--- src/rtl/can_join_pkg.sv ---
package can_join_pkg;

  typedef enum logic [2:0] {
    ST_HALT     = 3'd0,
    ST_SYNC     = 3'd1,
    ST_ACTIVE   = 3'd2,
    ST_BO_HOLD  = 3'd3,
    ST_BO_RECOV = 3'd4
  } join_state_e;

  localparam int          REG_AW        = 2;
  localparam int          REG_DW        = 8;
  localparam logic [1:0]  A_CTRL        = 2'd0;
  localparam logic [1:0]  A_BT_LO       = 2'd1;
  localparam logic [1:0]  A_BT_HI       = 2'd2;
  localparam logic [1:0]  A_STAT        = 2'd3;
  localparam int          CTRL_HALT_BIT = 0;
  localparam int          CTRL_UNLK_BIT = 1;
  localparam logic [7:0]  CTRL_RST_VAL  = 8'h01;

endpackage

--- src/rtl/can_join_rst_sync.sv ---
module can_join_rst_sync #(
  parameter int STAGES = 2
) (
  input  logic clk,
  input  logic rst_ni,
  output logic rst_no
);

  logic [STAGES-1:0] sync_q;
  logic [STAGES-1:0] sync_d;

  always_comb begin
    sync_d = {sync_q[STAGES-2:0], 1'b1};
  end

  always_ff @(posedge clk or negedge rst_ni) begin
    if (!rst_ni) begin
      sync_q <= '0;
    end else begin
      sync_q <= sync_d;
    end
  end

  assign rst_no = sync_q[STAGES-1];

endmodule

--- src/rtl/can_join_idle.sv ---
module can_join_idle #(
  parameter int RUN_LEN = 11,
  parameter int OCC_MAX = 129,
  localparam int RUN_W  = $clog2(RUN_LEN + 1),
  localparam int OCC_W  = $clog2(OCC_MAX + 1)
) (
  input  logic             clk,
  input  logic             rst_n,
  input  logic             clr,
  input  logic             tick,
  input  logic             rx,
  output logic             run_done,
  output logic [OCC_W-1:0] occ_cnt
);

  logic [RUN_W-1:0] run_q, run_d;
  logic [OCC_W-1:0] occ_q, occ_d;
  logic             last_bit;

  assign last_bit = (run_q == RUN_W'(RUN_LEN - 1));
  assign run_done = !clr && tick && rx && last_bit;

  always_comb begin
    run_d = run_q;
    occ_d = occ_q;
    if (clr) begin
      run_d = '0;
      occ_d = '0;
    end else if (tick) begin
      if (!rx) begin
        run_d = '0;
      end else if (last_bit) begin
        run_d = '0;
        if (occ_q != OCC_W'(OCC_MAX)) begin
          occ_d = occ_q + 1'b1;
        end
      end else begin
        run_d = run_q + 1'b1;
      end
    end
  end

  always_ff @(posedge clk or negedge rst_n) begin
    if (!rst_n) begin
      run_q <= '0;
      occ_q <= '0;
    end else begin
      run_q <= run_d;
      occ_q <= occ_d;
    end
  end

  assign occ_cnt = occ_q;

endmodule

--- src/rtl/can_join_errcnt.sv ---
module can_join_errcnt #(
  parameter int TEC_W   = 9,
  parameter int REC_W   = 8,
  parameter int TX_STEP = 8,
  parameter int BO_LIM  = 256
) (
  input  logic             clk,
  input  logic             rst_n,
  input  logic             clr,
  input  logic             en,
  input  logic             tx_up,
  input  logic             rx_up,
  output logic [TEC_W-1:0] tec,
  output logic [REC_W-1:0] rec,
  output logic             busoff_hit
);

  logic [TEC_W-1:0] tec_q, tec_d;
  logic [REC_W-1:0] rec_q, rec_d;
  logic [TEC_W:0]   tec_sum;

  assign tec_sum    = {1'b0, tec_q} + (TEC_W+1)'(TX_STEP);
  assign busoff_hit = en && tx_up && !clr && (tec_sum >= (TEC_W+1)'(BO_LIM));

  always_comb begin
    tec_d = tec_q;
    rec_d = rec_q;
    if (clr) begin
      tec_d = '0;
      rec_d = '0;
    end else if (en) begin
      if (tx_up) begin
        tec_d = tec_sum[TEC_W-1:0];
      end
      if (rx_up && (rec_q != '1)) begin
        rec_d = rec_q + 1'b1;
      end
    end
  end

  always_ff @(posedge clk or negedge rst_n) begin
    if (!rst_n) begin
      tec_q <= '0;
      rec_q <= '0;
    end else begin
      tec_q <= tec_d;
      rec_q <= rec_d;
    end
  end

  assign tec = tec_q;
  assign rec = rec_q;

endmodule

--- src/rtl/can_join_regs.sv ---
module can_join_regs
  import can_join_pkg::*;
(
  input  logic              clk,
  input  logic              rst_n,
  input  logic              soft_clr,
  input  logic              wr,
  input  logic [REG_AW-1:0] addr,
  input  logic [REG_DW-1:0] wdata,
  input  logic              force_halt,
  input  logic              st_bus_off,
  input  logic              st_recov,
  output logic [REG_DW-1:0] rdata,
  output logic              halt,
  output logic              unlock,
  output logic [15:0]       bit_timing
);

  logic [REG_DW-1:0] ctrl_q, ctrl_d;
  logic [7:0]        bt_lo_q, bt_hi_q;
  logic              bt_open;
  logic              bt_lo_we, bt_hi_we;

  assign bt_open  = ctrl_q[CTRL_HALT_BIT] && ctrl_q[CTRL_UNLK_BIT];
  assign bt_lo_we = wr && (addr == A_BT_LO) && bt_open;
  assign bt_hi_we = wr && (addr == A_BT_HI) && bt_open;

  always_comb begin
    ctrl_d = ctrl_q;
    if (soft_clr) begin
      ctrl_d = CTRL_RST_VAL;
    end else begin
      if (wr && (addr == A_CTRL)) begin
        ctrl_d = wdata;
      end
      if (force_halt) begin
        ctrl_d[CTRL_HALT_BIT] = 1'b1;
      end
    end
  end

  always_ff @(posedge clk or negedge rst_n) begin
    if (!rst_n) begin
      ctrl_q <= CTRL_RST_VAL;
    end else begin
      ctrl_q <= ctrl_d;
    end
  end

  // Bit-timing storage survives every reset by design.
  always_ff @(posedge clk) begin
    if (bt_lo_we) begin
      bt_lo_q <= wdata;
    end
    if (bt_hi_we) begin
      bt_hi_q <= wdata;
    end
  end

  always_comb begin
    unique case (addr)
      A_CTRL:  rdata = ctrl_q;
      A_BT_LO: rdata = bt_lo_q;
      A_BT_HI: rdata = bt_hi_q;
      default: rdata = {6'b0, st_recov, st_bus_off};
    endcase
  end

  assign halt       = ctrl_q[CTRL_HALT_BIT];
  assign unlock     = ctrl_q[CTRL_UNLK_BIT];
  assign bit_timing = {bt_hi_q, bt_lo_q};

endmodule

--- src/rtl/can_join_ctrl.sv ---
module can_join_ctrl
  import can_join_pkg::*;
#(
  parameter int IDLE_RUN      = 11,
  parameter int BO_IDLE_CNT   = 129,
  parameter int TEC_W         = 9,
  parameter int REC_W         = 8,
  parameter int TX_ERR_STEP   = 8,
  parameter int BUSOFF_LIMIT  = 256,
  localparam int OCC_W        = $clog2(BO_IDLE_CNT + 1)
) (
  input  logic              clk,
  input  logic              rst_n,
  input  logic              wdt_rst,
  input  logic              reg_wr,
  input  logic [1:0]        reg_addr,
  input  logic [7:0]        reg_wdata,
  output logic [7:0]        reg_rdata,
  input  logic              bit_tick,
  input  logic              rx_bit,
  input  logic              tx_bit,
  output logic              tx_out,
  output logic              bus_active,
  output logic              bus_off,
  input  logic              tx_err_up,
  input  logic              rx_err_up,
  output logic [TEC_W-1:0]  tec,
  output logic [REC_W-1:0]  rec,
  output logic [15:0]       bit_timing,
  input  logic              obj_newdat_set,
  input  logic              obj_rmtpnd_set,
  output logic              last_newdat,
  output logic              last_rmtpnd
);

  logic             rst_sync_n;
  join_state_e      state_q, state_d;
  logic             ctrl_halt, ctrl_unlock;
  logic             idle_clr, run_done;
  logic [OCC_W-1:0] occ_cnt;
  logic             recov_done, busoff_hit;
  logic             bus_off_q, bus_off_d;
  logic             recovering;
  logic             cnt_clr;
  logic             newdat_q, newdat_d, rmtpnd_q, rmtpnd_d;

  can_join_rst_sync #(.STAGES(2)) u_rst (
    .clk    (clk),
    .rst_ni (rst_n),
    .rst_no (rst_sync_n)
  );

  can_join_regs u_regs (
    .clk        (clk),
    .rst_n      (rst_sync_n),
    .soft_clr   (wdt_rst),
    .wr         (reg_wr),
    .addr       (reg_addr),
    .wdata      (reg_wdata),
    .force_halt (busoff_hit),
    .st_bus_off (bus_off_q),
    .st_recov   (recovering),
    .rdata      (reg_rdata),
    .halt       (ctrl_halt),
    .unlock     (ctrl_unlock),
    .bit_timing (bit_timing)
  );

  assign idle_clr = !((state_q == ST_SYNC) || (state_q == ST_BO_RECOV));

  can_join_idle #(.RUN_LEN(IDLE_RUN), .OCC_MAX(BO_IDLE_CNT)) u_idle (
    .clk      (clk),
    .rst_n    (rst_sync_n),
    .clr      (idle_clr),
    .tick     (bit_tick),
    .rx       (rx_bit),
    .run_done (run_done),
    .occ_cnt  (occ_cnt)
  );

  assign recov_done = (state_q == ST_BO_RECOV) && run_done &&
                      (occ_cnt == OCC_W'(BO_IDLE_CNT - 1)) && !wdt_rst;
  assign cnt_clr    = wdt_rst || recov_done;

  can_join_errcnt #(
    .TEC_W   (TEC_W),
    .REC_W   (REC_W),
    .TX_STEP (TX_ERR_STEP),
    .BO_LIM  (BUSOFF_LIMIT)
  ) u_err (
    .clk        (clk),
    .rst_n      (rst_sync_n),
    .clr        (cnt_clr),
    .en         (bus_active),
    .tx_up      (tx_err_up),
    .rx_up      (rx_err_up),
    .tec        (tec),
    .rec        (rec),
    .busoff_hit (busoff_hit)
  );

  // Join state machine
  always_comb begin
    state_d = state_q;
    unique case (state_q)
      ST_HALT:     if (!ctrl_halt) state_d = ST_SYNC;
      ST_SYNC: begin
        if (ctrl_halt)     state_d = ST_HALT;
        else if (run_done) state_d = ST_ACTIVE;
      end
      ST_ACTIVE: begin
        if (busoff_hit)     state_d = ST_BO_HOLD;
        else if (ctrl_halt) state_d = ST_HALT;
      end
      ST_BO_HOLD:  if (!ctrl_halt) state_d = ST_BO_RECOV;
      ST_BO_RECOV: if (recov_done) state_d = ctrl_halt ? ST_HALT : ST_ACTIVE;
      default:     state_d = ST_HALT;
    endcase
    if (wdt_rst) begin
      state_d = ST_HALT;
    end
  end

  always_ff @(posedge clk or negedge rst_sync_n) begin
    if (!rst_sync_n) begin
      state_q <= ST_HALT;
    end else begin
      state_q <= state_d;
    end
  end

  // Bus-off flag
  always_comb begin
    bus_off_d = bus_off_q;
    if (wdt_rst || recov_done) begin
      bus_off_d = 1'b0;
    end else if (busoff_hit) begin
      bus_off_d = 1'b1;
    end
  end

  always_ff @(posedge clk or negedge rst_sync_n) begin
    if (!rst_sync_n) begin
      bus_off_q <= 1'b0;
    end else begin
      bus_off_q <= bus_off_d;
    end
  end

  // Last message-object flags: untouched by reset, held clear while halted.
  always_comb begin
    newdat_d = newdat_q;
    rmtpnd_d = rmtpnd_q;
    if (ctrl_halt) begin
      newdat_d = 1'b0;
      rmtpnd_d = 1'b0;
    end else begin
      if (obj_newdat_set) newdat_d = 1'b1;
      if (obj_rmtpnd_set) rmtpnd_d = 1'b1;
    end
  end

  always_ff @(posedge clk) begin
    newdat_q <= newdat_d;
    rmtpnd_q <= rmtpnd_d;
  end

  assign recovering  = (state_q == ST_BO_HOLD) || (state_q == ST_BO_RECOV);
  assign bus_active  = (state_q == ST_ACTIVE) && !ctrl_halt;
  assign tx_out      = bus_active ? tx_bit : 1'b1;
  assign bus_off     = bus_off_q;
  assign last_newdat = newdat_q;
  assign last_rmtpnd = rmtpnd_q;

endmodule

--- config.mk ---
export PLATFORM = sky130hd
export DESIGN_NAME = can_join_ctrl
export DESIGN_NICKNAME = d
export VERILOG_FILES = /design/src/rtl/can_join_pkg.sv /design/src/rtl/can_join_rst_sync.sv /design/src/rtl/can_join_idle.sv /design/src/rtl/can_join_errcnt.sv /design/src/rtl/can_join_regs.sv /design/src/rtl/can_join_ctrl.sv
export SDC_FILE = /design/constraint.sdc
export NUM_CORES = 1
export LEC_CHECK = 0
export ABC_AREA = 0
export CAP_MARGIN = 20
export CORE_UTILIZATION = 51
export CTS_CLUSTER_SIZE = 16
export DETAILED_ROUTE_END_ITERATION = 8
export GPL_TIMING_DRIVEN = 0
export PLACE_DENSITY = 0.81
export SYNTH_ARGS = -nofsm -noshare
export SYNTH_HDL_FRONTEND = slang
export SYNTH_SLANG_ARGS = --single-unit
--- constraint.sdc ---
create_clock -name clk -period 1.4 [get_ports clk]
set_input_delay 0.28 -clock clk [delete_from_list [all_inputs] [get_ports clk]]
set_output_delay 0.28 -clock clk [all_outputs]
set_load 0.03 [all_outputs]
# Word-level counts from Yosys, hierarchy flattened
# Index checks and enable logic that the tools add are counted.
# W data, S select, Z words.
[totals]
regBits = 61
latch_bits = 0
mem_bits_rw = 0
romBits = 0
inputBits = 21
out_inout_bits = 46
word_cells = 104
memories = 0
[classes]
add_sub_neg = 4
n_mul = 0
n_div = 0
order_cmp = 1
eq_ne = 19
n_shift = 0
mux = 32
bitwise_logic = 0
reduce_logical = 35
[ops]
columns = ["operator", "count"]
rows = [
  ["$mux W8", 10],
  ["$mux W9", 3],
  ["$mux W3", 8],
  ["$pmux W8 S3", 1],
  ["$logic_and A1 B1 Y1", 17],
  ["$add A8 B1 Y8 const B", 2],
  ["$mux W4", 4],
  ["$ne A8 B8 Y1 const B", 2],
  ["$pmux W3 S5", 1],
  ["$add A9 B4 Y10 const B", 1],
  ["$ge A10 B9 Y1 const B", 1],
  ["$reduce_bool A2 Y1", 5],
  ["$ne A3 B3 Y1 const B", 3],
  ["$eq A8 B8 Y1 const B", 1],
  ["$ne A4 B3 Y1 const B", 2],
  ["$eq A3 B2 Y1 const B", 2],
  ["$reduce_and A5 Y1", 1],
  ["$add A4 B1 Y4 const B", 1],
  ["$eq A4 B4 Y1 const B", 1],
  ["$mux W1", 4],
  ["$ne A2 B1 Y1 const B", 2],
  ["$ne A2 B2 Y1 const B", 2],
  ["$reduce_and A2 Y1", 2],
  ["$reduce_and A4 Y1", 1],
  ["other kinds (10)", 14],
]

# Longest topological paths before layout
[depth]
word_depth = 15
depth_mapped = 8
ltp_nobuf = 7

# Cells and area by module
# A second synthesis with hierarchy kept.
[hier_totals]
cells_unflattened = 271
area_unflattened_um2 = 3062.9
[by_module_without_submodules]
columns = ["mod", "n_inst", "cells_each", "area_per_inst_um2", "seq_area_each_um2"]
rows = [
  ["can_join_regs", 1, 71, 1083.5, 681.9],
  ["can_join_errcnt", 1, 78, 774.5, 350.3],
  ["can_join_idle", 1, 74, 737.0, 300.3],
  ["can_join_ctrl", 1, 45, 414.1, 140.1],
  ["can_join_rst_sync", 1, 3, 53.8, 50.0],
]

# Worst setup path before layout
# OpenSTA, ideal clock, no wires.
[synth_path]
kind = "register -> register"
startpoint = "reg u_idle.run_q[0]"
endpoint = "reg state_q[1]"
setup_time_ns = 0.128
t_arrival_ns = 1.786
required_ns = 1.272
setup_slack_ns = -0.514
path_stages_with_launch = 8
path_buffers = 0
synth_period_minus_slack_ns = 1.914
cell_sequence = "dfrtp_1 -> inv_1 -> ha_1 -> and4b_1 -> a211oi_1 -> o22ai_1 -> o32ai_2 -> mux2_1"
[synth_between]
elab_chain_cells = 12
word_cells_on_any_way = 16
classes_between = "eq/ne (4); mux (3); reduce/logical (9)"
[synth_lines]
columns = ["element", "line", "source"]
rows = [
  ["start: declaration", "can_join_idle.sv:16", "logic [RUN_W-1:0] run_q, run_d;"],
  ["start signal: assignment", "can_join_idle.sv:48", "run_q <= run_d;"],
  ["$eq A4 B4 Y1 *", "can_join_idle.sv:20", "assign last_bit = (run_q == RUN_W'(RUN_LEN - 1));"],
  ["$logic_and A1 B1 Y1 *", "can_join_idle.sv:21", "assign run_done = !clr && tick && rx && last_bit;"],
  ["$logic_and A1 B1 Y1 (2 in series)", "can_join_ctrl.sv:81", "assign recov_done = (state_q == ST_BO_RECOV) && run_done &&"],
  ["$logic_and A1 B1 Y1", "can_join_ctrl.sv:82", "(occ_cnt == OCC_W'(BO_IDLE_CNT - 1)) && !wdt_rst;"],
  ["$logic_or A1 B1 Y1", "can_join_ctrl.sv:83", "assign cnt_clr = wdt_rst || recov_done;"],
  ["$logic_not A1 Y1", "can_join_errcnt.sv:23", "assign busoff_hit = en && tx_up && !clr && (tec_sum >= (TEC_W+1)'(BO_LIM));"],
  ["$logic_and A1 B1 Y1 (2 in series)", "can_join_errcnt.sv:23", ""],
  ["$mux W3", "can_join_ctrl.sv:112", "if (busoff_hit) state_d = ST_BO_HOLD;"],
  ["$pmux W3 S5", "can_join_ctrl.sv:105", "unique case (state_q)"],
  ["$mux W3", "can_join_ctrl.sv:119", "if (wdt_rst) begin"],
  ["end signal: assignment", "can_join_ctrl.sv:128", "state_q <= state_d;"],
  ["end: declaration", "can_join_ctrl.sv:37", "join_state_e state_q, state_d;"],
]
# Mark *: on every way between the ends. The rest lies on a longest branch, timed or not.
# A chain may end at the register's enable or synchronous reset.

# Final worst setup path
[layout_path]
startpoint = "reg state_q[2]"
endpoint = "reg state_q[1]"
[layout_between]
elab_chain_cells = 15
word_cells_on_any_way = 27
classes_between = "eq/ne (9); mux (3); reduce/logical (15)"
[layout_lines]
columns = ["element", "line", "source"]
rows = [
  ["$eq A3 B1 Y1 / $eq A3 B3 Y1 (equally long branches)", "can_join_ctrl.sv:69, can_join_ctrl.sv:105, can_join_ctrl.sv:81", ""],
  ["$logic_or A1 B1 Y1", "can_join_ctrl.sv:69", "assign idle_clr = !((state_q == ST_SYNC) || (state_q == ST_BO_RECOV));"],
  ["$logic_and A1 B1 Y1 (3 in series)", "can_join_idle.sv:21", ""],
  ["$logic_and A1 B1 Y1 (2 in series)", "can_join_ctrl.sv:81", ""],
  ["$logic_and A1 B1 Y1", "can_join_ctrl.sv:82", ""],
  ["$logic_or A1 B1 Y1", "can_join_ctrl.sv:83", ""],
  ["$logic_not A1 Y1", "can_join_errcnt.sv:23", ""],
  ["$logic_and A1 B1 Y1 (2 in series)", "can_join_errcnt.sv:23", ""],
  ["$mux W3", "can_join_ctrl.sv:112", ""],
  ["$pmux W3 S5", "can_join_ctrl.sv:105", ""],
  ["$mux W3", "can_join_ctrl.sv:119", ""],
]
# Several ways; a longest one is shown, not always the timed one.

==> metrics.md <==
| Metric | Value |
|---|---|
| DRT Wirelength | roughly 8800 µm |
| CTS sink cnt | just under 60 |
| RSZ-0062 raised after global routing | yes |
| Slew Viols, Final | 0 |
| Initial core utilization | between 50% and 60% |
| Via density per instance | approximately 5.6 |
| P_leak | 1.98 nW |
| Nature of the critical path startpoint | register |
| First-pass GRT wire length | 12400 µm |
| Crit share post-route | 142% |
| Vias in the first global route | roughly 2500 |
| Largest net degree at the start of global routing | 39 |
| Worst Tran Pin Value | ~0.86 ns |
| Async set-or-reset flop fraction in the synthesized netlist | approximately 69% |
| Post-synthesis to final-layout area growth | 53.5% |
| Sw frac | a little over a quarter |
| HP Class | in2async |
| Max_cap viols | 0 |
| Synth Warn # | 0 |
| Worst Reg-to-Reg Cells | 8 |
| CTS tree | built |
| Die area | slightly above 6000 µm² |
| Nets | between 400 and 500 |
| P_sw | 1.14 mW |
| Overall Power | about 4.2 mW |
| CTS Root Cell | clkbuf_8 |
| Ys flop type | dfrtp_1 |
| Fin. Hold Viols | 0 |
| Residual DRC | 0 |
| CP max-delay cell | dfrtp_1 |
| Reg area | approximately 1500 µm² |
| Post-route setup TNS | -16.50 ns |
| Synth top area share | about a third |
| CP Buf/Inv Count | 3 |
| VDD IR max | roughly 0.73 mV |
| Post-Synthesis Cell Area | 3020 µm² |
| Post-DR wirelength/cell | 18.5 µm |
| Seq/Total Area, Yosys | 50.5% |
| Most used cell, CP | buf_6 |
| Worst Skew | around 0.0079 ns |
| Num CTS Buffers | 9 |
| Seq cells post-synth | 58 |
| Routed via count | ~2600 |
| Yosys top cell by area | dfrtp_1 |
| 1st-iter DRT viols | 150 |
| Fmax | between 0.5 and 0.6 GHz |
| All-Layer GR Usage | 26.9% |
| Input/output buffers | 62 |
| Post-synth EDFFs | 16 |
| Largest delay share family, worst path | simple AND/OR/NAND/NOR gates |
| Filler instances | between 300 and 400 |
| Crit-path max FO | 7 |
| Minimum clock period | around 2.0 ns |
| Gate Count Post-Synth | around 280 |
| Die span in x | around 80 µm |
| Count of cell types in the netlist | between 50 and 60 |
| Total gr overflow | 0 |
| Inserted Diodes | 0 |
| Fin util | ~83% |
| Mean post-synth cell area | around 11 µm² |
| Cell Pwr Density | 910 nW/µm² |
| Slew Limit Headroom | a little over two fifths |
| Setup CP Type | reg2reg |
| Hpwl dp | 4500 µm |
| CTS HTree Levels | 3 |
| Status | finished with violations |
| Multi-input gate area | around 1700 µm² |
| Layout cells sized above 1 | between 40 and 50% |
| Most common cell after layout, fill and taps aside | buf_4 |
| Final WS setup | -0.583 ns |
| CP Capture Type | register |
| DR pass1 iterations | 4 |
| Cells along the critical path | buf_6, nor4b_4, buf_4, buf_6, nand3_1, o32a_1, nor3_1, mux2_4 |
| Clock Pin Slew Worst Setup and Hold Paths | 0.06 ns |
| Initial antenna violation count | 0 |
| Std cell rows | 27 |
| Final setup violating endpoints | between 50 and 60 |
| Area contributors post-synth | dfrtp_1 (32%), edfxtp_1 (16%), mux2i_1 (5.6%), xor2_1 (3.8%), nor2_1 (3.4%) |
| CP arrival | 2.27 ns |
| Clock latency on the worst-skew pair | around 0.34 ns |
| Final ANT Viol Nets | 0 |
| Int Pwr | about 3.1 mW |
| WP data required | 1.69 ns |
| CTS Hold Bufs | 0 |
| Sequential Power Share | between 40% and 50% |
| Clock power share | 37.6% |
| CORE AREA | about 5600 µm² |
| Commonest non-fill, non-tap cells in the layout | buf_4 (43), dfrtp_1 (33), buf_6 (26), nor2_1 (22), nand2_1 (20) |
| I/O pin cnt | 67 |
| Combinational share of power | a little under a fifth |
| CP peak stage delay | 0.39 ns |
| GP Congestion | around 0.8 |
| Max Buffers Root-to-Sink | 2 |
| Failing checks | setup timing |
| Cell depth of the worst setup path | 8 |
| Die Ht | between 70 and 80 µm |
==> sequential cells by signal, summed over array words and instances, names as in the netlist <==
| name | cells |
|---|---|
| u_err.tec | 6 |
| u_regs.ctrl_q | 8 |
| u_regs.bt_lo_q | 8 |
| last_rmtpnd | 1 |
| u_err.rec | 8 |
| u_regs.bt_hi_q | 8 |
| state_q | 3 |
| bus_off | 1 |
| last_newdat | 1 |
| u_idle.run_q | 4 |
| u_rst.sync_q | 2 |
| u_idle.occ_cnt | 8 |
==> metal layers <==
metal / share of wire, % / wire length [µm] / vias to the layer above / track usage (%)
li1: - / - / 1199 / -
met1: 39 / 3440 / 1300 / 31.3
met2: 51 / 4510 / 109 / 46.3
met4: 3.6 / 320 / 0 / 13.6
met3: 5.8 / 507 / 33 / 6.21
met5: 0 / 0 / - / 0
==> power groups by stage <==
stage               combinational, mW  clock, mW  sequential (mW)
floorplan                       0.364          0             1.85
global placement                0.535          0             1.85
detailed placement              0.539          0             1.86
CTS                             0.726       1.58             1.82
global route                    0.849       1.68             1.82
finish                          0.811       1.59             1.82
==> cells in the mapped netlist (4+ instances only) <==
cell      instances
buf_6             5
inv_1             9
nand2b_1          4
nand2_1          24
edfxtp_1         16
xor2_1           13
a21oi_1           9
dfrtp_1          39
nor3_1            4
buf_4             4
nor3b_1           5
ha_1              7
nand3_1           8
mux2i_1          17
nor2_2           10
nand4_1           7
xnor2_1           5
o21ai_0          13
nor2_1           27
==> kinds of logic after synthesis <==
| logic type | after synthesis | synth area share, % |
|---|---|---|
| buffers and inverters | 25 | 5.43 |
| AND/OR/NAND/NOR | 114 | 21.6 |
| adder cells (fa/ha/maj) | 7 | 2.90 |
| other | 2 | 0.249 |
| AO/OA/AOI/OAI | 32 | 6.68 |
| multiplexers | 20 | 7.50 |
| XOR/XNOR | 18 | 5.22 |
| flip-flops | 58 | 50.5 |
==> per-stage QoR <==
| stage | cells | instance area, µm² | setup WS, ns | hold WS, ns |
|---|---|---|---|---|
| floorplan | 278 | 3110 | -0.497 | -0.0156 |
| global placement | 412 | 3820 | -1.21 | 0.336 |
| detailed placement | 412 | 3820 | -1.26 | 0.336 |
| CTS | 463 | 4420 | -0.547 | 0.0914 |
| global route | 474 | 4630 | -0.650 | 0.0874 |
| finish | 474 | 4630 | -0.583 | 0.0970 |
==> area by class of cell <==
type / instances / share of cell area (%)
Clock inverter: 3 / 0.864
Clock buffer: 13 / 3.43
Timing Repair Buffer: 112 / 21.6
Inverter: 9 / 0.837
Sequential cell: 58 / 33.0
Buffer: 12 / 2.57
Tap cell: 72 / 1.94
Multi-Input combinational cell: 195 / 35.7
==> final timing paths <==
path                                  from         endpoint  slack [ns]
min in group clk                  bit_tick  u_idle.run_q[0]        0.20
min                                  rst_n  u_rst.sync_q[0]         0.1
max reg2reg                     state_q[2]       state_q[1]       -0.58
max in group asynchronous  u_rst.sync_q[1]     u_err.rec[3]        0.42
max                             state_q[2]       state_q[1]       -0.58
min reg2reg                u_rst.sync_q[0]  u_rst.sync_q[1]        0.35
==> repair_timing <==
action                     4_1_cts  5_1_grt
setup endpoints to repair       96       81
cloned                           2        1
buffers inserted                35       15
resized for setup              178       90
pin swaps                       17       34
No activity file was read; power rests on OpenSTA's default activity.
